$ cat src/rtl/mpc_pkg.sv
package mpc_pkg;

   typedef enum logic [1:0] {
      ACC_READ  = 2'd0,
      ACC_WRITE = 2'd1,
      ACC_FETCH = 2'd2,
      ACC_RSVD  = 2'd3
   } acc_kind_e;

   // word index inside a 16-byte descriptor slot
   localparam logic [1:0] WORD_START  = 2'd0;
   localparam logic [1:0] WORD_END    = 2'd1;
   localparam logic [1:0] WORD_RIGHTS = 2'd2;
   localparam logic [1:0] WORD_CTRL   = 2'd3;

   // register map anchors
   localparam logic [7:0] STATUS_ADDR = 8'hA0;

   // error detail layout
   localparam int unsigned DET_KIND_LSB = 4;
   localparam int unsigned DET_HIT_LSB  = 8;

endpackage

$ cat src/rtl/mpc_desc_store.sv
module mpc_desc_store #(
   parameter int unsigned N_REGIONS = 8,
   parameter int unsigned ADDR_W    = 32,
   parameter int unsigned BLK_LOG2  = 5,
   parameter int unsigned RGT_W     = 12,
   localparam int unsigned RIX_W    = $clog2(N_REGIONS),
   localparam int unsigned BLK_W    = ADDR_W - BLK_LOG2
) (
   input  logic                 clk,
   input  logic                 rst_n,
   input  logic                 wr_en,
   input  logic                 wr_alias,
   input  logic [RIX_W-1:0]     wr_region,
   input  logic [1:0]           wr_word,
   input  logic [31:0]          wdata,
   output logic [BLK_W-1:0]     start_blk [N_REGIONS],
   output logic [BLK_W-1:0]     end_blk   [N_REGIONS],
   output logic [RGT_W-1:0]     rights    [N_REGIONS],
   output logic [N_REGIONS-1:0] valid
);
   import mpc_pkg::*;

   for (genvar r = 0; r < N_REGIONS; r++) begin : g_region
      logic sel;
      logic en_q;
      assign sel = wr_en && (wr_region == RIX_W'(r));
      assign valid[r] = en_q;

      always_ff @(posedge clk or negedge rst_n) begin
         if (!rst_n) begin
            start_blk[r] <= '0;
            end_blk[r]   <= '0;
            rights[r]    <= '0;
            en_q         <= 1'b0;
         end else if (sel) begin
            if (wr_alias) begin
               rights[r] <= wdata[RGT_W-1:0];
            end else begin
               case (wr_word)
                  WORD_START: begin
                     start_blk[r] <= wdata[ADDR_W-1:BLK_LOG2];
                     en_q         <= 1'b0;
                  end
                  WORD_END: begin
                     end_blk[r] <= wdata[ADDR_W-1:BLK_LOG2];
                     en_q       <= 1'b0;
                  end
                  WORD_RIGHTS: begin
                     rights[r] <= wdata[RGT_W-1:0];
                     en_q      <= 1'b0;
                  end
                  default: en_q <= wdata[0];
               endcase
            end
         end
      end
   end

   logic unused_wdata;
   assign unused_wdata = ^wdata;

endmodule

$ cat src/rtl/mpc_match.sv
module mpc_match #(
   parameter int unsigned N_REGIONS = 8,
   parameter int unsigned N_MASTERS = 4,
   parameter int unsigned ADDR_W    = 32,
   parameter int unsigned BLK_LOG2  = 5,
   localparam int unsigned MID_W    = $clog2(N_MASTERS),
   localparam int unsigned RGT_W    = 3 * N_MASTERS,
   localparam int unsigned BLK_W    = ADDR_W - BLK_LOG2
) (
   input  logic [ADDR_W-1:0]     acc_addr,
   input  logic [MID_W-1:0]      acc_master,
   input  mpc_pkg::acc_kind_e    acc_kind,
   input  logic [BLK_W-1:0]      start_blk [N_REGIONS],
   input  logic [BLK_W-1:0]      end_blk   [N_REGIONS],
   input  logic [RGT_W-1:0]      rights    [N_REGIONS],
   input  logic [N_REGIONS-1:0]  valid,
   output logic [N_REGIONS-1:0]  hit,
   output logic                  grant
);
   import mpc_pkg::*;

   logic [BLK_W-1:0] blk;
   logic [RGT_W-1:0] merged;

   assign blk = acc_addr[ADDR_W-1:BLK_LOG2];

   for (genvar r = 0; r < N_REGIONS; r++) begin : g_cmp
      assign hit[r] = valid[r] && (blk >= start_blk[r]) && (blk <= end_blk[r]);
   end

   always_comb begin
      merged = '0;
      for (int r = 0; r < N_REGIONS; r++) begin
         if (hit[r]) merged = merged | rights[r];
      end
   end

   always_comb begin
      grant = 1'b0;
      for (int m = 0; m < N_MASTERS; m++) begin
         if (acc_master == MID_W'(m)) begin
            case (acc_kind)
               ACC_READ:  grant = merged[3*m];
               ACC_WRITE: grant = merged[3*m+1];
               ACC_FETCH: grant = merged[3*m+2];
               default:   grant = 1'b0;
            endcase
         end
      end
   end

   logic unused_low;
   assign unused_low = ^acc_addr[BLK_LOG2-1:0];

endmodule

$ cat src/rtl/mpc_err_log.sv
module mpc_err_log #(
   parameter int unsigned N_SLAVES = 2,
   parameter int unsigned ADDR_W   = 32,
   localparam int unsigned SLV_W   = (N_SLAVES > 1) ? $clog2(N_SLAVES) : 1
) (
   input  logic                clk,
   input  logic                rst_n,
   input  logic                fault,
   input  logic [SLV_W-1:0]    fault_slave,
   input  logic [ADDR_W-1:0]   fault_addr,
   input  logic [31:0]         fault_detail,
   input  logic                clr_en,
   input  logic [N_SLAVES-1:0] clr_mask,
   output logic [N_SLAVES-1:0] status,
   output logic [ADDR_W-1:0]   err_addr   [N_SLAVES],
   output logic [31:0]         err_detail [N_SLAVES]
);

   for (genvar s = 0; s < N_SLAVES; s++) begin : g_slave
      logic held_q;
      logic take;
      logic [ADDR_W-1:0] addr_q;
      logic [31:0]       det_q;

      assign take          = fault && (fault_slave == SLV_W'(s)) && !held_q;
      assign status[s]     = held_q;
      assign err_addr[s]   = addr_q;
      assign err_detail[s] = det_q;

      always_ff @(posedge clk or negedge rst_n) begin
         if (!rst_n) begin
            held_q <= 1'b0;
            addr_q <= '0;
            det_q  <= '0;
         end else if (take) begin
            held_q <= 1'b1;
            addr_q <= fault_addr;
            det_q  <= fault_detail;
         end else if (clr_en && clr_mask[s]) begin
            held_q <= 1'b0;
         end
      end
   end

endmodule

$ cat src/rtl/mpc_top.sv
module mpc_top #(
   parameter int unsigned N_REGIONS = 8,
   parameter int unsigned N_MASTERS = 4,
   parameter int unsigned N_SLAVES  = 2,
   parameter int unsigned ADDR_W    = 32,
   parameter int unsigned BLK_LOG2  = 5,
   localparam int unsigned MID_W    = $clog2(N_MASTERS),
   localparam int unsigned SLV_W    = (N_SLAVES > 1) ? $clog2(N_SLAVES) : 1
) (
   input  logic              clk,
   input  logic              rst_n,
   input  logic              reg_we,
   input  logic [7:0]        reg_addr,
   input  logic [31:0]       reg_wdata,
   output logic [31:0]       reg_rdata,
   input  logic              acc_valid,
   input  logic [ADDR_W-1:0] acc_addr,
   input  logic [MID_W-1:0]  acc_master,
   input  logic [1:0]        acc_kind,
   input  logic [SLV_W-1:0]  acc_slave,
   output logic              rsp_valid,
   output logic              rsp_err
);
   import mpc_pkg::*;

   localparam int unsigned RIX_W = $clog2(N_REGIONS);
   localparam int unsigned RGT_W = 3 * N_MASTERS;
   localparam int unsigned BLK_W = ADDR_W - BLK_LOG2;

   if (N_REGIONS < 2 || N_REGIONS > 8) begin : g_bad_regions
      $error("mpc_top: N_REGIONS must be 2..8");
   end
   if (N_MASTERS < 2 || N_MASTERS > 8) begin : g_bad_masters
      $error("mpc_top: N_MASTERS must be 2..8");
   end
   if (N_SLAVES < 1 || N_SLAVES > 8) begin : g_bad_slaves
      $error("mpc_top: N_SLAVES must be 1..8");
   end
   if (ADDR_W > 32 || BLK_LOG2 < 2 || BLK_LOG2 >= ADDR_W) begin : g_bad_addr
      $error("mpc_top: address geometry out of range");
   end

   // register decode
   logic             desc_sel, alias_sel, err_sel, clr_en;
   logic [RIX_W-1:0] desc_idx, alias_idx;
   logic [1:0]       word;

   assign desc_sel  = !reg_addr[7] && (int'(reg_addr[6:4]) < N_REGIONS);
   assign alias_sel = (reg_addr[7:5] == 3'b100) && (int'(reg_addr[4:2]) < N_REGIONS);
   assign err_sel   = (reg_addr[7:6] == 2'b11) && (int'(reg_addr[5:3]) < N_SLAVES);
   assign desc_idx  = reg_addr[4 +: RIX_W];
   assign alias_idx = reg_addr[2 +: RIX_W];
   assign word      = reg_addr[3:2];
   assign clr_en    = reg_we && (reg_addr == STATUS_ADDR);

   logic [BLK_W-1:0]     d_start  [N_REGIONS];
   logic [BLK_W-1:0]     d_end    [N_REGIONS];
   logic [RGT_W-1:0]     d_rights [N_REGIONS];
   logic [N_REGIONS-1:0] desc_valid;

   mpc_desc_store #(
      .N_REGIONS(N_REGIONS), .ADDR_W(ADDR_W), .BLK_LOG2(BLK_LOG2), .RGT_W(RGT_W)
   ) i_store (
      .clk       (clk),
      .rst_n     (rst_n),
      .wr_en     (reg_we && (desc_sel || alias_sel)),
      .wr_alias  (alias_sel),
      .wr_region (alias_sel ? alias_idx : desc_idx),
      .wr_word   (word),
      .wdata     (reg_wdata),
      .start_blk (d_start),
      .end_blk   (d_end),
      .rights    (d_rights),
      .valid     (desc_valid)
   );

   // access check
   acc_kind_e            kind;
   logic [N_REGIONS-1:0] hit;
   logic                 grant;

   assign kind = acc_kind_e'(acc_kind);

   mpc_match #(
      .N_REGIONS(N_REGIONS), .N_MASTERS(N_MASTERS), .ADDR_W(ADDR_W), .BLK_LOG2(BLK_LOG2)
   ) i_match (
      .acc_addr   (acc_addr),
      .acc_master (acc_master),
      .acc_kind   (kind),
      .start_blk  (d_start),
      .end_blk    (d_end),
      .rights     (d_rights),
      .valid      (desc_valid),
      .hit        (hit),
      .grant      (grant)
   );

   logic [31:0] detail;
   always_comb begin
      detail = '0;
      detail[MID_W-1:0]               = acc_master;
      detail[DET_KIND_LSB +: 2]       = acc_kind;
      detail[DET_HIT_LSB +: N_REGIONS] = hit;
   end

   logic [N_SLAVES-1:0] status;
   logic [ADDR_W-1:0]   e_addr [N_SLAVES];
   logic [31:0]         e_det  [N_SLAVES];

   mpc_err_log #(.N_SLAVES(N_SLAVES), .ADDR_W(ADDR_W)) i_log (
      .clk          (clk),
      .rst_n        (rst_n),
      .fault        (acc_valid && !grant),
      .fault_slave  (acc_slave),
      .fault_addr   (acc_addr),
      .fault_detail (detail),
      .clr_en       (clr_en),
      .clr_mask     (reg_wdata[N_SLAVES-1:0]),
      .status       (status),
      .err_addr     (e_addr),
      .err_detail   (e_det)
   );

   always_ff @(posedge clk or negedge rst_n) begin
      if (!rst_n) begin
         rsp_valid <= 1'b0;
         rsp_err   <= 1'b0;
      end else begin
         rsp_valid <= acc_valid;
         rsp_err   <= acc_valid && !grant;
      end
   end

   // read mux
   always_comb begin
      reg_rdata = '0;
      if (desc_sel) begin
         case (word)
            WORD_START:  reg_rdata[ADDR_W-1:0] = {d_start[desc_idx], {BLK_LOG2{1'b0}}};
            WORD_END:    reg_rdata[ADDR_W-1:0] = {d_end[desc_idx], {BLK_LOG2{1'b1}}};
            WORD_RIGHTS: reg_rdata[RGT_W-1:0]  = d_rights[desc_idx];
            default:     reg_rdata[0]          = desc_valid[desc_idx];
         endcase
      end else if (alias_sel) begin
         reg_rdata[RGT_W-1:0] = d_rights[alias_idx];
      end else if (reg_addr == STATUS_ADDR) begin
         reg_rdata[N_SLAVES-1:0] = status;
      end else if (err_sel) begin
         if (reg_addr[2]) reg_rdata = e_det[reg_addr[3 +: SLV_W]];
         else             reg_rdata[ADDR_W-1:0] = e_addr[reg_addr[3 +: SLV_W]];
      end
   end

   logic unused_addr;
   assign unused_addr = ^reg_addr[1:0];

endmodule

$ cat config.mk
export PLATFORM = sky130hd
export DESIGN_NAME = mpc_top
export DESIGN_NICKNAME = d
export VERILOG_FILES = /design/src/rtl/mpc_pkg.sv /design/src/rtl/mpc_desc_store.sv /design/src/rtl/mpc_match.sv /design/src/rtl/mpc_err_log.sv /design/src/rtl/mpc_top.sv
export SDC_FILE = /design/constraint.sdc
export NUM_CORES = 2
export LEC_CHECK = 0
export BUFFER_PORTS_ARGS = -buffer_cell sky130_fd_sc_hd__buf_2
export CAP_MARGIN = 25
export CORE_MARGIN = 2
export CORE_UTILIZATION = 58
export CTS_CLUSTER_SIZE = 24
export DETAILED_ROUTE_END_ITERATION = 12
export PLACE_DENSITY = 0.78
export SLEW_MARGIN = 10
export SYNTH_ARGS = -nofsm -noshare
export SYNTH_HDL_FRONTEND = slang
export SYNTH_SLANG_ARGS = --single-unit
export TNS_END_PERCENT = 20
$ cat constraint.sdc
create_clock -name clk -period 4.04 [get_ports clk]
set_input_delay 0.606 -clock clk [delete_from_list [all_inputs] [get_ports clk]]
set_output_delay 0.606 -clock clk [all_outputs]
set_load 0.03 [all_outputs]
==> run_results.csv <==
group,metric,value,unit
status,outcome,"complete, but fails checks",
status,violations,"setup timing",
timing,setup-violations-final,89,
detailed_routing,drt_iter0_markers,3694,
worst_setup_path,crit_start,"acc_addr[31]",
layout,stdcell_area,49500,µm²
floorplanning,rows,97,
yosys,synth_area,41000,µm²
yosys,synthSimpleGateAreaFrac,0.0591,
layout,area_delta_synth_final,20.9,%
worst_setup_path,cp_slowest_stage_delay,0.36,ns
worst_setup_path,cp_common_cell,"buf_4",
worst_setup_path,rr_startpoint,"i_store.end_blk[133]",
floorplanning,dieArea,72800,µm²
layout,multi_input_comb_area,23700,µm²
timing,timing.fmax,227,MHz
timing,slew_viol_final,0,
worst_setup_path,cp_cell_sequence,"buf_2 -> buf_6 -> buf_4 -> ha_4 -> nand4_1 -> nor3_1 -> nand2_1 -> a32oi_4 -> a41oi_1 -> buf_4 -> and2_4 -> buf_4 -> a222oi_1 -> a31oi_1 -> o22a_1 -> o211ai_4 -> nand4b_4 -> clkbuf_16 -> mux2_4",
timing,fin_skew,0.0285,ns
yosys,synth_xor_area_frac,0,
worst_setup_path,worstPathRequired,4.55,ns
detailed_routing,drtAntennaViolNets,0,
power_and_ir_drop,seq_power_share,0.383,
hold_path,min_from,"acc_valid",
timing,tns,-24.12,ns
hold_path,hold_path_class,"input port to register",
worst_setup_path,crit_path_end_kind,"register",
detailed_routing,drc,0,
job,cap_violations,0,
placement,dpl_cell_area,45900,µm²
layout,fillers,4552,
timing,rsz0062_at_grt,"yes",
yosys,ys.flop_type,"dfrtp_1",
power_and_ir_drop,switching_share,0.318,
timing,layout_setup_ws,-0.363,ns
floorplanning,die_h,270,µm
timing,slew_headroom,0.399,
yosys,synthAdderAreaFrac,0.132,
floorplanning,core_area,70000,µm²
layout,regArea,15700,µm²
power_and_ir_drop,peakVddDrop,0.407,mV
timing,tightest_slew,0.900,ns
yosys,syn_inst,3488,
global_routing,grt_max_degree,130,
placement,gp_congestion,1.04,
worst_setup_path,critical_path_class,"input port to register",
detailed_routing,wl,141000,µm
layout,fin_nets,4484,
worst_setup_path,crit_slowest_cell,"nor3_1",
global_routing,grt_overflow,0,
placement,numPortBuffers,114,
power_and_ir_drop,leakagePower,23.4,nW
global_routing,grt_usage,0.380,
yosys,synth_compound_area_frac,0.0747,
timing,min_period_over_period,1.09,
clock_tree,clock_sinks,628,
clock_tree,clk_latency,0.64,ns
detailed_routing,via_per_inst,6.61,
power_and_ir_drop,p_int,15.3,mW
yosys,synth.avg_cell_area,11.7,µm²
yosys,synth_top_family_by_area,"multiplexers",
floorplanning,fp.dieW,270,µm
yosys,synthArstFlopShare,1.00,
clock_tree,htreeDepth,3,
placement,hpwl,101000,µm
detailed_routing,via_count,32800,
yosys,synthesis.nets,4001,
yosys,ys_ff_latch,628,
yosys,yosys_warnings,0,
global_routing,grt_pass1_vias,33200,
power_and_ir_drop,p_comb_frac,0.304,
detailed_routing,wl_per_cell,28.3,µm
floorplanning,num_io_pins,115,
clock_tree,clkSlewWorstSetupHoldPaths,0.06,ns
clock_tree,clockBufferDepth,3,
timing,period_needed,4.40,ns
power_and_ir_drop,p_clk_frac,0.313,
detailed_routing,dr.pass1.iters,9,
floorplanning,initial_core_util,0.585,
yosys,synth-seq-area-share,0.384,
worst_setup_path,worstPathArrival,4.92,ns
global_routing,grt_pass1_wl,208000,µm
timing,final-hold-violation-count,0,
yosys,synth_edf_count,0,
worst_setup_path,start_kind,"input port",
layout,stdcell_count,4968,
clock_tree,cts_buffers,71,
power_and_ir_drop,switchingPower,7.10,mW
placement,place_inst,4804,
layout,drive_gt1_frac,0.403,
power_and_ir_drop,powerDensity,451,nW/µm²
worst_setup_path,cp_max_fo,13,
yosys,muxShareOfSynthArea,0.293,
clock_tree,cts-root-buf,"clkbuf_16",
global_routing,antenna_found_initial,4,
yosys,yosysUniqueCellTypes,69,
clock_tree,cts_tree,"done",
[state kept, by name, indices dropped and copies added (netlist names)]
| name | flops |
|---|---|
| i_log.g_slave.addr_q | 64 |
| i_log.g_slave.det_q | 24 |
| i_log.g_slave.held_q | 2 |
| i_store.end_blk | 216 |
| i_store.g_region.en_q | 8 |
| i_store.rights | 96 |
| i_store.start_blk | 216 |
| rsp_err | 1 |
| rsp_valid | 1 |
[synth_stat cells, types with 5 or more instances]
| library cell | instances | area [µm²] |
|---|---|---|
| a2111oi_0 | 8 | 70.1 |
| a211oi_1 | 28 | 210 |
| a21o_1 | 22 | 165 |
| a21oi_1 | 173 | 866 |
| a221oi_1 | 19 | 166 |
| a222oi_1 | 15 | 150 |
| a22o_1 | 6 | 52.6 |
| a22oi_1 | 16 | 120 |
| a31o_2 | 5 | 43.8 |
| a31oi_1 | 9 | 56.3 |
| and2_0 | 5 | 31.3 |
| and2_1 | 8 | 50.1 |
| and3_1 | 15 | 93.8 |
| and4_1 | 16 | 140 |
| buf_1 | 26 | 97.6 |
| buf_6 | 9 | 101 |
| clkbuf_1 | 126 | 473 |
| dfrtp_1 | 628 | 15700 |
| ha_1 | 432 | 5410 |
| inv_1 | 443 | 1660 |
| mux2_2 | 547 | 6160 |
| mux2_4 | 78 | 1170 |
| mux2i_1 | 61 | 611 |
| mux4_2 | 181 | 4080 |
| nand2_1 | 174 | 653 |
| nand2b_1 | 13 | 81.3 |
| nand3_1 | 46 | 230 |
| nand3b_1 | 8 | 60.1 |
| nand4_1 | 70 | 438 |
| nor2_1 | 55 | 206 |
| nor2b_1 | 9 | 56.3 |
| nor3_1 | 19 | 95.1 |
| nor3b_1 | 6 | 45.0 |
| nor4_1 | 9 | 56.3 |
| o21a_1 | 5 | 37.5 |
| o21ai_0 | 104 | 521 |
| o221ai_1 | 7 | 61.3 |
| o22ai_1 | 21 | 131 |
| or4_1 | 10 | 75.1 |
[repair_timing]
action / 4_1_cts / 5_1_grt
cloned: 3 / 4
hold endpoints to repair: 40 / 0
hold buffers: 1 / 0
pin swaps: 25 / 32
endpoints found under the setup margin: 91 / 90
buffers inserted: 9 / 20
gates resized for setup: 74 / 74
[per-layer routing]
layer / part of all wire / track usage / up-vias
li1: - / - / 13800
met1: 0.38 / 0.494 / 16500
met2: 0.43 / 0.564 / 2027
met3: 0.12 / 0.125 / 523
met4: 0.065 / 0.206 / 8
met5: 0.00045 / 0 / -
[power by group through the flow]
stage / Sequential (mW) / Combinational (mW) / Clock, mW
after floorplan: 8.22 / 3.98 / 0
after global placement: 8.52 / 6.01 / 0
after detailed placement: 8.59 / 6.24 / 0
after CTS: 8.51 / 6.45 / 7.00
after global routing: 8.70 / 7.25 / 7.28
final: 8.57 / 6.79 / 7.00
[cell type report]
| type | count | area share |
|---|---|---|
| Antenna cell | 2 | 0.000101 |
| Inverter | 445 | 0.0338 |
| Clock inverter | 29 | 0.00798 |
| Tap cell | 940 | 0.0237 |
| Timing Repair Buffer | 572 | 0.0959 |
| Clock buffer | 99 | 0.0424 |
| Sequential cell | 628 | 0.317 |
| Multi-Input combinational cell | 2253 | 0.479 |
[layout by cell type (no fill, tap or decap), drive strengths merged, types with 7 or more instances in the layout]
master / instances
dfrtp: 628
mux2: 625
buf: 565
inv: 444
ha: 432
mux4: 181
nand2: 174
a21oi: 173
clkbuf: 105
o21ai: 104
nand4: 70
mux2i: 61
nor2: 55
nand3: 46
a211oi: 29
a21o: 22
o22ai: 21
nor3: 19
a221oi: 19
and4: 16
a22oi: 16
clkinv: 16
a222oi: 15
and3: 15
nand2b: 13
and2: 13
or4: 10
bufinv: 9
a31oi: 9
nor2b: 9
nor4: 9
a2111oi: 9
nand3b: 8
o221ai: 7
[worst paths after layout]
| check | endpoint | cells after the start | slack, ns |
|---|---|---|---|
| max reg2reg | i_log.g_slave[1].addr_q[2] | 17 | -0.36 |
| max | i_log.g_slave[1].addr_q[2] | 19 | -0.36 |
| max in group asynchronous | i_log.g_slave[1].addr_q[10] | 3 | 2.32 |
| min reg2reg | i_store.start_blk[25] | 1 | 0.51 |
| min | rsp_valid | 1 | 0.17 |
| min in group asynchronous | i_store.start_blk[124] | 2 | 0.56 |
[cell families after synthesis]
logic type / Yosys count
AO/OA/AOI/OAI: 482
adder cells (fa/ha/maj): 432
multiplexers: 867
buffers and inverters: 607
flip-flops: 628
AND/OR/NAND/NOR: 472
[worst max-delay path, delay by kind of cell]
family	cells	cell delay (ns)
simple gates	5	1.21
mux	1	0.31
fa+ha+maj	1	0.28
compound gates	6	1.36
buf+inv	6	1.11
[stage by stage]
stage / total power, mW / util / setup slack, ns / hold slack (ns)
6_report: 22.4 / 0.707 / -0.363 / 0.170
5_1_grt: 23.2 / 0.707 / -0.483 / 0.163
2_1_floorplan: 12.2 / - / -0.365 / 0.310
4_1_cts: 22.0 / 0.698 / -0.204 / 0.160
3_3_place_gp: 14.5 / 0.655 / -1.13 / 0.483
3_5_place_dp: 14.8 / 0.655 / -1.14 / 0.489
(Power assumes the default switching activity.)
